===== src/rtl/panel_ctl_pkg.sv =====
package panel_ctl_pkg;
    localparam int WORD_W    = 16;
    localparam int BYTE_W    = 8;
    localparam int BIT_LED   = 8;
    localparam int BIT_RS    = 9;
    localparam int BIT_RW    = 10;
    localparam int BIT_EN    = 11;
    localparam int ROW_LSB   = 12;
    localparam int ROW_W     = 3;
    localparam int ROWS      = 1 << ROW_W;
    localparam int BIT_EXTRA = 15;
    localparam int BANK_W    = 4;
    localparam int KB_W      = 5;
    localparam int BTN_W     = 2;

    typedef struct packed {
        logic [WORD_W-1:0] word;
        logic [ROWS-1:0]   rows_n;
        logic [BANK_W-1:0] bank;
    } panel_state_t;
endpackage


===== src/rtl/panel_sync.sv =====
module panel_sync #(
    parameter int          WIDTH     = 1,
    parameter int          STAGES    = 2,
    parameter logic        RESET_VAL = 1'b0
) (
    input  logic             clk,
    input  logic             rst_n,
    input  logic [WIDTH-1:0] async_i,
    output logic [WIDTH-1:0] sync_o
);
    for (genvar b = 0; b < WIDTH; b++) begin : g_bit
        logic [STAGES-1:0] chain_q;
        always_ff @(posedge clk or negedge rst_n) begin
            if (!rst_n) chain_q <= {STAGES{RESET_VAL}};
            else        chain_q <= {chain_q[STAGES-2:0], async_i[b]};
        end
        assign sync_o[b] = chain_q[STAGES-1];
    end
endmodule


===== src/rtl/panel_row_dec.sv =====
module panel_row_dec #(
    parameter int SEL_W = 3,
    localparam int N    = 1 << SEL_W
) (
    input  logic [SEL_W-1:0] idx_i,
    output logic [N-1:0]     sel_n_o
);
    for (genvar i = 0; i < N; i++) begin : g_row
        assign sel_n_o[i] = (idx_i != SEL_W'(i));
    end
endmodule


===== src/rtl/panel_bank_qual.sv =====
module panel_bank_qual
    import panel_ctl_pkg::*;
(
    input  logic [WORD_W-1:0] word_i,
    output logic              load_o
);
    always_comb begin
        load_o = word_i[BIT_EXTRA] & ~word_i[BIT_EN] & ~word_i[BIT_RS];
    end
endmodule


===== src/rtl/panel_ctl.sv =====
module panel_ctl
    import panel_ctl_pkg::*;
#(
    parameter logic [15:0] PORT_ADDR = 16'hFF00,
    parameter int          SYNC_N    = 2
) (
    input  logic        clk,
    input  logic        rst_n,
    input  logic [15:0] bus_addr,
    input  logic        bus_wr,
    input  logic        bus_rd,
    input  logic [15:0] bus_wdata,
    output logic [15:0] bus_rdata,
    output logic [7:0]  lcd_d_out,
    output logic        lcd_d_oe,
    input  logic [7:0]  lcd_d_in,
    output logic        lcd_rs,
    output logic        lcd_rw,
    output logic        lcd_en,
    output logic        led_err,
    output logic        extra_out,
    output logic [7:0]  row_sel_n,
    input  logic [4:0]  kb_n,
    input  logic [1:0]  btn_n,
    input  logic        spare_in,
    output logic [3:0]  bank_mode
);
    panel_state_t st_d, st_q;
    logic         hit;
    logic         bank_load;
    logic [ROWS-1:0]  rows_next_n;
    logic [KB_W-1:0]  kb_s_n;
    logic [BTN_W-1:0] btn_s_n;
    logic             spare_s;

    assign hit = (bus_addr == PORT_ADDR);

    panel_bank_qual u_qual (
        .word_i (bus_wdata),
        .load_o (bank_load)
    );

    panel_row_dec #(.SEL_W(ROW_W)) u_dec (
        .idx_i   (bus_wdata[ROW_LSB +: ROW_W]),
        .sel_n_o (rows_next_n)
    );

    panel_sync #(.WIDTH(KB_W), .STAGES(SYNC_N), .RESET_VAL(1'b1)) u_sync_kb (
        .clk (clk), .rst_n (rst_n), .async_i (kb_n), .sync_o (kb_s_n)
    );
    panel_sync #(.WIDTH(BTN_W), .STAGES(SYNC_N), .RESET_VAL(1'b1)) u_sync_btn (
        .clk (clk), .rst_n (rst_n), .async_i (btn_n), .sync_o (btn_s_n)
    );
    panel_sync #(.WIDTH(1), .STAGES(SYNC_N), .RESET_VAL(1'b0)) u_sync_spare (
        .clk (clk), .rst_n (rst_n), .async_i (spare_in), .sync_o (spare_s)
    );

    // next-state: word and row strobes move together; the bank moves only on a qualified write
    always_comb begin
        st_d = st_q;
        if (bus_wr && hit) begin
            st_d.word   = bus_wdata;
            st_d.rows_n = rows_next_n;
            if (bank_load) st_d.bank = bus_wdata[BANK_W-1:0];
        end
    end

    always_ff @(posedge clk or negedge rst_n) begin
        if (!rst_n) begin
            st_q.word   <= '0;
            st_q.rows_n <= {{(ROWS-1){1'b1}}, 1'b0};
            st_q.bank   <= '0;
        end else begin
            st_q <= st_d;
        end
    end

    assign lcd_d_out = st_q.word[BYTE_W-1:0];
    assign lcd_d_oe  = ~st_q.word[BIT_RW];
    assign lcd_rs    = st_q.word[BIT_RS];
    assign lcd_rw    = st_q.word[BIT_RW];
    assign lcd_en    = st_q.word[BIT_EN];
    assign led_err   = st_q.word[BIT_LED];
    assign extra_out = st_q.word[BIT_EXTRA];
    assign row_sel_n = st_q.rows_n;
    assign bank_mode = st_q.bank;

    always_comb begin
        bus_rdata = '0;
        if (bus_rd && hit) begin
            bus_rdata[BYTE_W-1:0] = st_q.word[BIT_RW] ? lcd_d_in : st_q.word[BYTE_W-1:0];
            bus_rdata[12:8]       = ~kb_s_n;
            bus_rdata[14:13]      = ~btn_s_n;
            bus_rdata[15]         = spare_s;
        end
    end

    // exactly one row strobe low at all times after reset
    a_r5_row_onehot: assert property (@(posedge clk) disable iff (!rst_n)
        $countones(~row_sel_n) == 1);

    // no port write, no change on the panel outputs
    a_r1_hold_outputs: assert property (@(posedge clk) disable iff (!rst_n)
        !(bus_wr && bus_addr == PORT_ADDR) |=> $stable({lcd_d_out, lcd_rs, lcd_rw, lcd_en, led_err, extra_out, row_sel_n}));

    // qualified write loads the low nibble
    a_r8_bank_load: assert property (@(posedge clk) disable iff (!rst_n)
        (bus_wr && bus_addr == PORT_ADDR && bus_wdata[15] && !bus_wdata[11] && !bus_wdata[9])
        |=> bank_mode == $past(bus_wdata[3:0]));

    // anything else leaves the bank alone
    a_r9_bank_hold: assert property (@(posedge clk) disable iff (!rst_n)
        !(bus_wr && bus_addr == PORT_ADDR && bus_wdata[15] && !bus_wdata[11] && !bus_wdata[9])
        |=> $stable(bank_mode));

    // a port write appears on the outputs one edge later
    a_r2_write_map: assert property (@(posedge clk) disable iff (!rst_n)
        (bus_wr && bus_addr == PORT_ADDR) |=> {extra_out, lcd_en, lcd_rw, lcd_rs, led_err, lcd_d_out} ==
            {$past(bus_wdata[15]), $past(bus_wdata[11:0])});

    // idle read bus
    a_r10_rdata_idle: assert property (@(posedge clk) disable iff (!rst_n)
        !(bus_rd && bus_addr == PORT_ADDR) |-> bus_rdata == 16'h0000);
endmodule


===== config.mk =====
export PLATFORM = sky130hd
export DESIGN_NAME = panel_ctl
export DESIGN_NICKNAME = d
export VERILOG_FILES = /design/src/rtl/panel_ctl_pkg.sv /design/src/rtl/panel_sync.sv /design/src/rtl/panel_row_dec.sv /design/src/rtl/panel_bank_qual.sv /design/src/rtl/panel_ctl.sv
export SDC_FILE = /design/constraint.sdc
export NUM_CORES = 1
export LEC_CHECK = 0
export BUFFER_PORTS_ARGS = -buffer_cell sky130_fd_sc_hd__buf_4
export CAP_MARGIN = 20
export CORE_ASPECT_RATIO = 2
export CORE_MARGIN = 2
export CORE_UTILIZATION = 33
export CTS_CLUSTER_SIZE = 10
export DETAILED_ROUTE_END_ITERATION = 16
export GPL_ROUTABILITY_DRIVEN = 0
export MAX_ROUTING_LAYER = met4
export SYNTH_ARGS = -nofsm -noshare
export SYNTH_HDL_FRONTEND = slang
export SYNTH_HIERARCHICAL = 1
export SYNTH_SLANG_ARGS = --single-unit

===== constraint.sdc =====
create_clock -name clk -period 3 [get_ports clk]
set_clock_uncertainty 0.2 [all_clocks]
set_input_delay 0.6 -clock clk [delete_from_list [all_inputs] [get_ports clk]]
set_output_delay 0.6 -clock clk [all_outputs]
set_load 0.01 [all_outputs]

== Word-level counts from Yosys, hierarchy flattened ==
Cells that the tools add are included.

* Bits in registers: 44
* Bits in latches: 0
* Memory bits (writable): 0
* Memory bits (read-only): 0
* Output and inout bits: 42
* Logic and storage cells: 32
* Memories: 0

* $add $sub $neg: 0
* $mul: 0
* Div/mod/pow operators: 0
* Order comparisons: 0
* Equal/unequal tests: 8
* Shifts and indexed selects: 0
* Multiplexer cells: 2
* Bitwise logic cells: 7
* Reductions and logical operators: 4

{| class="wikitable"
|+ Operators with widths
! operator !! count
|-
| $eq 16x16->1 const B || 1
|-
| $mux 16 || 1
|-
| $ne 3x3->1 const B || 4
|-
| $mux 8 || 1
|-
| $ne 3x2->1 const B || 2
|-
| $not 5->5 || 1
|-
| $ne 3x1->1 const B || 1
|-
| $not 1->1 || 3
|-
| $reduce_bool 3->1 || 1
|-
| $and 1x1->1 || 2
|-
| $logic_and 1x1->1 || 2
|-
| $not 2->2 || 1
|-
| $reduce_and 2->1 || 1
|}

== Longest topological paths before layout ==
Gate-level depths: netlist (run 1).

* Word-level depth: 4
* Depth in mapped cells: 5
* Depth with buffers taken out: 4

== By module ==
The synthesis (run 1) kept the hierarchy.

{| class="wikitable"
|+ By module, submodules not included
! module !! times used !! cells an instance !! area each (sq um) !! sequential area each (sq um)
|-
| panel_ctl || 1 || 88 || 1246.2 || 634.4
|-
| panel_sync at u_sync_kb || 1 || 15 || 300.3 || 262.8
|-
| panel_sync at u_sync_btn || 1 || 6 || 120.1 || 105.1
|-
| panel_row_dec || 1 || 8 || 60.1 || 0.0
|-
| panel_sync at u_sync_spare || 1 || 2 || 50.0 || 50.0
|-
| panel_bank_qual || 1 || 1 || 12.5 || 0.0
|}

== Worst setup path before layout (run 1) ==
OpenSTA, ideal clock, no wires.

* Path kind: input-to-output
* Start point: input bus_addr[4]
* End point: output bus_rdata[1]
* Arrival time: 2065 ps
* Data required time: 2200 ps
* Path slack: 135 ps
* Cell stages on the path: 5
* Cell sequence: or4b_1 nor4_4 nand2_1 clkbuf_1 nor2_1

* Longest elaborated chain between the ends: 3

{| class="wikitable"
|+ Ends and longest elaborated chain
! item !! line !! text
|-
| from (decl) || panel_ctl.sv:9 || <nowiki>input logic [15:0] bus_addr,</nowiki>
|-
| $eq 16x16->1 || panel_ctl.sv:36 || <nowiki>assign hit = (bus_addr == PORT_ADDR);</nowiki>
|-
| $logic_and 1x1->1 || panel_ctl.sv:90 || <nowiki>if (bus_rd && hit) begin</nowiki>
|-
| $mux 16 || panel_ctl.sv:90 ||
|-
| to (decl) || panel_ctl.sv:13 || <nowiki>output logic [15:0] bus_rdata,</nowiki>
|}

Every way passes these cells.

== Final worst setup path (run 1) ==
Ends and elaborated chain as after synthesis.

==> results.tsv, run 1 <==
metric	value	unit
Pins Over Slew Limit	0	
hold_ws	82.7	ps
Yosys top cell area share	0.308	
Non-Filler Instances	274	
wire per inst	13.3	um
DR vias	1271	
Synth cell types	24	
largest family of logic cells by synthesized area	multiplexers	
initial drt markers	14	
Crit. End Element	output pin	
Worst path max stage delay	570	ps
crit path DAT	2120	ps
crit path launch type	input port	
clock sink count	41	
initial antenna violation count	0	
maximum VDD drop	0.000253	V
DIE WIDTH	56.1	um
CP cell instances	buf_4, or4b_1, nor4_4, nand2_1, buf_4, nor2_1, buf_4	
Synth Instances	120	
asr flop ratio synth	1.00	
net count of the mapped netlist	172	
overall routing resource usage	0.129	
Req. time, crit path	2200	ps
Synth Area in Compound Gates	0	
post-synthesis sequential area ratio	0.588	
Synth-to-Final Area Change	45.9	%
Boundary Pins	94	
most frequent CP cell	buf_4	
Layout fillers	502	
vias in the first global route	1326	
post-synthesis mux area share	0.244	
Synth Area in XOR/XNOR	0	
Final Util	0.490	
worst-skew pair later-pin latency	280	ps
largest area contributor in the netlist	dfstp_2	
die area	6060	um2
post-synthesis simple-gate area fraction	0.117	
worst slew pin tran	506	ps
mapped cell area	1790	um2
TritonCTS Buffers	5	
fmax	0.342	GHz
GR Overflow Total	0	
final setup TNS	0	ps
Root Driver	clkbuf_8	
final setup violation count	0	
power per cell area	389	nW/um2
Worst Setup Path Type	in2out	
Max-Cap Viols	0	
run status	completed	
EDFF count, synth	0	
share of post-route cells with drive strength above 1	0.734	
Port Buffers	93	
global-route wire length before repair	6090	um
post-route DRC violation count	0	
class of the worst hold path	in2async	
largest cells by area after synthesis	dfstp_2, dfrtp_1, mux2_4	
most frequent cell after synthesis	dfstp_2	
clock tree buffer depth	2	
CP max FO	15	
Initial DRT Pass Iterations	4	
Starting Density	0.336	
H-tree Lvls	2	
Rel. slew slack	0.663	
Yosys warnings	6	
core area	5330	um2
adder-cell area share of the yosys netlist	0	
CTS tree	yes	
Clk pin slew, worst setup/hold paths	80	ps
Buffers & Inverters on Critical Path	3	
largest net degree at the start of global routing	42	
Antenna Nets Post-Route	0	
final hold viol count	0	
cell family with the largest share of critical-path delay	simple AND/OR/NAND/NOR gates	
final worst slack	76.4	ps
Avg Inst Size Synth	14.9	um2
routed wire length	3650	um
Inst Count DP	265	
fin crit share	0.975	
Post-synth top flop	dfstp_2	
n_diodes	0	
Rows	38	
Synth top cells by count	dfstp_2, dfrtp_1, mux2_4	
HPWL Detailed	2750	um
leakage power	1.34	nW
Vias/cell	4.64	
Crit-path slowest cell	or4b_1	
nets	265	
pre-CTS WS	96.3	ps
post-layout min period	2920	ps
Synth Register Bits	41	
Die Y	108	um
## sequential cells by signal, indices dropped and copies added (netlist names)
name	flops
bank_mode	4
extra_out	1
lcd_d_out	8
lcd_en	1
lcd_rs	1
lcd_rw	1
led_err	1
row_sel_n	8
u_sync_btn/g_bit.chain_q	4
u_sync_kb/g_bit.chain_q	10
u_sync_spare/g_bit.chain_q	2
## kinds of logic (layout without fill, tap and decap cells)
group	after synthesis	count (layout)
DFF	41	41
muxes	33	33
and+or+nand+nor	33	33
buffers and inverters	13	107
## cell type report
type                            instances  area [um2]  area share
Sequential cell                        41        1050       0.403
Timing Repair Buffer                   98         736       0.282
Multi-Input combinational cell         66         648       0.248
Inverter                                1        3.75     0.00144
Clock inverter                          2        13.8     0.00527
Clock buffer                            6        82.6      0.0316
Tap cell                               60        75.1      0.0287
## routing by layer
| layer | up-vias | routed length, um | part of all wire | GRT usage |
|---|---|---|---|---|
| met5 | - | 0 | 0 | - |
| met4 | 0 | 14 | 0.0038 | 0.0408 |
| li1 | 590 | - | - | - |
| met2 | 69 | 1770 | 0.48 | 0.209 |
| met3 | 2 | 293 | 0.080 | 0.0311 |
| met1 | 610 | 1570 | 0.43 | 0.159 |
## what timing repair did
action,in CTS,in global routing
endpoints found under the setup margin,0,2
hold buffers,0,0
hold endpoints to repair,0,0
resized for setup,0,1
buffers inserted,0,1
## through the flow
| step | power [mW] | instance area (um2) |
|---|---|---|
| after global placement | 0.657 | 2500 |
| after CTS | 1.04 | 2600 |
| after floorplan | 0.598 | 1790 |
| after global routing | 1.07 | 2610 |
| final | 1.02 | 2610 |
| after detailed placement | 0.659 | 2500 |
## layout by cell type (no fill, tap or decap), types with 3 or more instances in the layout
cell type | netlist | routed
nand3b_1 | 3 | 3
dfstp_2 | 21 | 21
mux2_4 | 20 | 20
nor2_1 | 15 | 14
dfrtp_1 | 20 | 20
or3b_1 | 3 | 3
mux2i_1 | 8 | 8
mux2_2 | 5 | 5
clkbuf_8 | 0 | 6
buf_4 | 7 | 98
## power by group
part / internal [mW] / total (mW) / switching [mW]
Sequential: 0.571 / 0.574 / 0.00294
Clock: 0.186 / 0.368 / 0.182
Combinational: 0.0472 / 0.0734 / 0.0262
## final timing paths
kind                                                         endpoint                                        from  depth (start not counted)  slack, ps
setup / recovery                                         bus_rdata[1]                                 bus_addr[4]                          7         80
setup reg to reg                                   lcd_rw$_DFFE_PN0P_                          lcd_rw$_DFFE_PN0P_                          1       1790
hold reg to reg            u_sync_spare/g_bit[0].chain_q[1]$_DFF_PN0_  u_sync_spare/g_bit[0].chain_q[0]$_DFF_PN0_                          0        150
min in group clk           u_sync_spare/g_bit[0].chain_q[1]$_DFF_PN0_  u_sync_spare/g_bit[0].chain_q[0]$_DFF_PN0_                          0        150
max in group asynchronous    u_sync_btn/g_bit[0].chain_q[1]$_DFF_PN1_                                       rst_n                          1       2140
hold / removal                               row_sel_n[0]$_DFFE_PN0P_                                       rst_n                          1         80
Note: power is estimated with default switching activity, not from simulation.
==> run 2, diff against run 1 <==
--- a/config.mk
+++ b/config.mk
@@ -7,13 +7,17 @@
 export LEC_CHECK = 0
 export BUFFER_PORTS_ARGS = -buffer_cell sky130_fd_sc_hd__buf_4
 export CAP_MARGIN = 20
+export CELL_PAD_IN_SITES_DETAIL_PLACEMENT = 2
+export CELL_PAD_IN_SITES_GLOBAL_PLACEMENT = 2
 export CORE_ASPECT_RATIO = 2
 export CORE_MARGIN = 2
-export CORE_UTILIZATION = 33
+export CORE_UTILIZATION = 28
 export CTS_CLUSTER_SIZE = 10
 export DETAILED_ROUTE_END_ITERATION = 16
 export GPL_ROUTABILITY_DRIVEN = 0
 export MAX_ROUTING_LAYER = met4
+export PLACE_DENSITY_LB_ADDON = 0.1
+export SLEW_MARGIN = 20
 export SYNTH_ARGS = -nofsm -noshare
 export SYNTH_HDL_FRONTEND = slang
 export SYNTH_HIERARCHICAL = 1
==> results.tsv, run 2 (synthesis results as in run 1) <==
metric	value	unit
worst slew pin tran	521	ps
final worst slack	63.0	ps
die area	7080	um2
worst-skew pair later-pin latency	280	ps
maximum VDD drop	0.000366	V
fin crit share	0.979	
Req. time, crit path	2200	ps
Overall Power	1.28	mW
clock sink count	41	
Clk pin slew, worst setup/hold paths	60	ps
global-route wire length before repair	7340	um
cell family with the largest share of critical-path delay	simple AND/OR/NAND/NOR gates	
power per cell area	470	nW/um2
H-tree Lvls	2	
n_diodes	0	
Boundary Pins	94	
CP cell instances	buf_4, or4b_1, nor4_4, nand2_1, buf_4, nor2_1, buf_4	
core area	6260	um2
post-layout min period	2940	ps
vias in the first global route	1537	
Buffers & Inverters on Critical Path	3	
overall routing resource usage	0.150	
setup bufs post-CTS	0	
initial antenna violation count	0	
Crit-path slowest cell	or4b_1	
Initial DRT Pass Iterations	2	
TritonCTS Buffers	5	
nets	264	
Crit. End Element	output pin	
Antenna Nets Post-Route	0	
clock tree buffer depth	2	
Die Y	117	um
largest net degree at the start of global routing	42	
final setup TNS	0	ps
class of the worst hold path	in2async	
Synth-to-Final Area Change	51.7	%
crit path DAT	2140	ps
share of post-route cells with drive strength above 1	0.728	
Worst path max stage delay	570	ps
Port Buffers	93	
crit path launch type	input port	
final setup violation count	0	
Final Util	0.434	
most common cell after layout, fill and taps aside	buf_4	
Inst Count DP	291	
post-route DRC violation count	0	
pre-CTS WS	56.1	ps
routed wire length	4850	um
Starting Density	0.286	
Pins Over Slew Limit	0	
Worst Setup Path Type	in2out	
leakage power	1.36	nW
DR vias	1291	
Most flops, register	u_sync_kb/g_bit.chain_q	
PostCTS Resize Cnt	0	
HPWL Detailed	3890	um
final hold viol count	0	
initial drt markers	12	
run status	completed	
most frequent cells in the layout	buf_4, dfstp_2, mux2_4, dfrtp_1, nor2_1	
Largest register FFs	10	
fmax	0.340	GHz
CP max FO	15	
most frequent CP cell	buf_4	
Vias/cell	4.32	
Max-Cap Viols	0	
GR Overflow Total	0	
Non-Filler Instances	299	
wire per inst	16.2	um
Rows	41	
DIE WIDTH	60.5	um
unrepaired setup endpoints after global routing	false	
Rel. slew slack	0.653	
Hold-fix buffers, CTS	0	
CTS tree	yes	
Root Driver	clkbuf_16	
run 2: layout make-up:
type	instances	area, um2
inverters	1	3.75
flip-flops and latches	41	1050
clock buffers	6	139
well taps	86	108
clock inverters	2	37.5
repair buffers	97	728
multi-input cells	66	646
fillers	675	3540
run 2: final timing paths:
path	startpoint	endpoint	slack (ps)	cells after the start
max	bus_addr[4]	bus_rdata[11]	60	7
min	rst_n	lcd_d_out[4]$_DFFE_PN0P_	90	1
max reg2reg	lcd_rw$_DFFE_PN0P_	lcd_rw$_DFFE_PN0P_	1780	1
min reg2reg	u_sync_kb/g_bit[2].chain_q[0]$_DFF_PN1_	u_sync_kb/g_bit[2].chain_q[1]$_DFF_PN1_	160	0
max in group asynchronous	rst_n	u_sync_kb/g_bit[4].chain_q[0]$_DFF_PN1_	2130	1
min in group clk	u_sync_kb/g_bit[2].chain_q[0]$_DFF_PN1_	u_sync_kb/g_bit[2].chain_q[1]$_DFF_PN1_	160	0
run 2: report_power, final:
part	switching [mW]	internal, mW
clock network	0.209	0.415
logic	0.0283	0.0473
registers	0.00357	0.572
run 2: metrics by stage:
stage / instance area [um2] / hold WS, ps
after CTS: 2710 / 108
final: 2710 / 88.2
after floorplan: 1790 / 104
after detailed placement: 2540 / 150
after global placement: 2540 / 140
after global routing: 2710 / 129
run 2: layer usage:
| layer | share of wire | global-route usage | vias up |
|---|---|---|---|
| li1 | - | - | 589 |
| met1 | 0.30 | 0.124 | 643 |
| met2 | 0.63 | 0.299 | 53 |
| met3 | 0.054 | 0.0297 | 6 |
| met4 | 0.016 | 0.0652 | 0 |
| met5 | 0 | - | - |
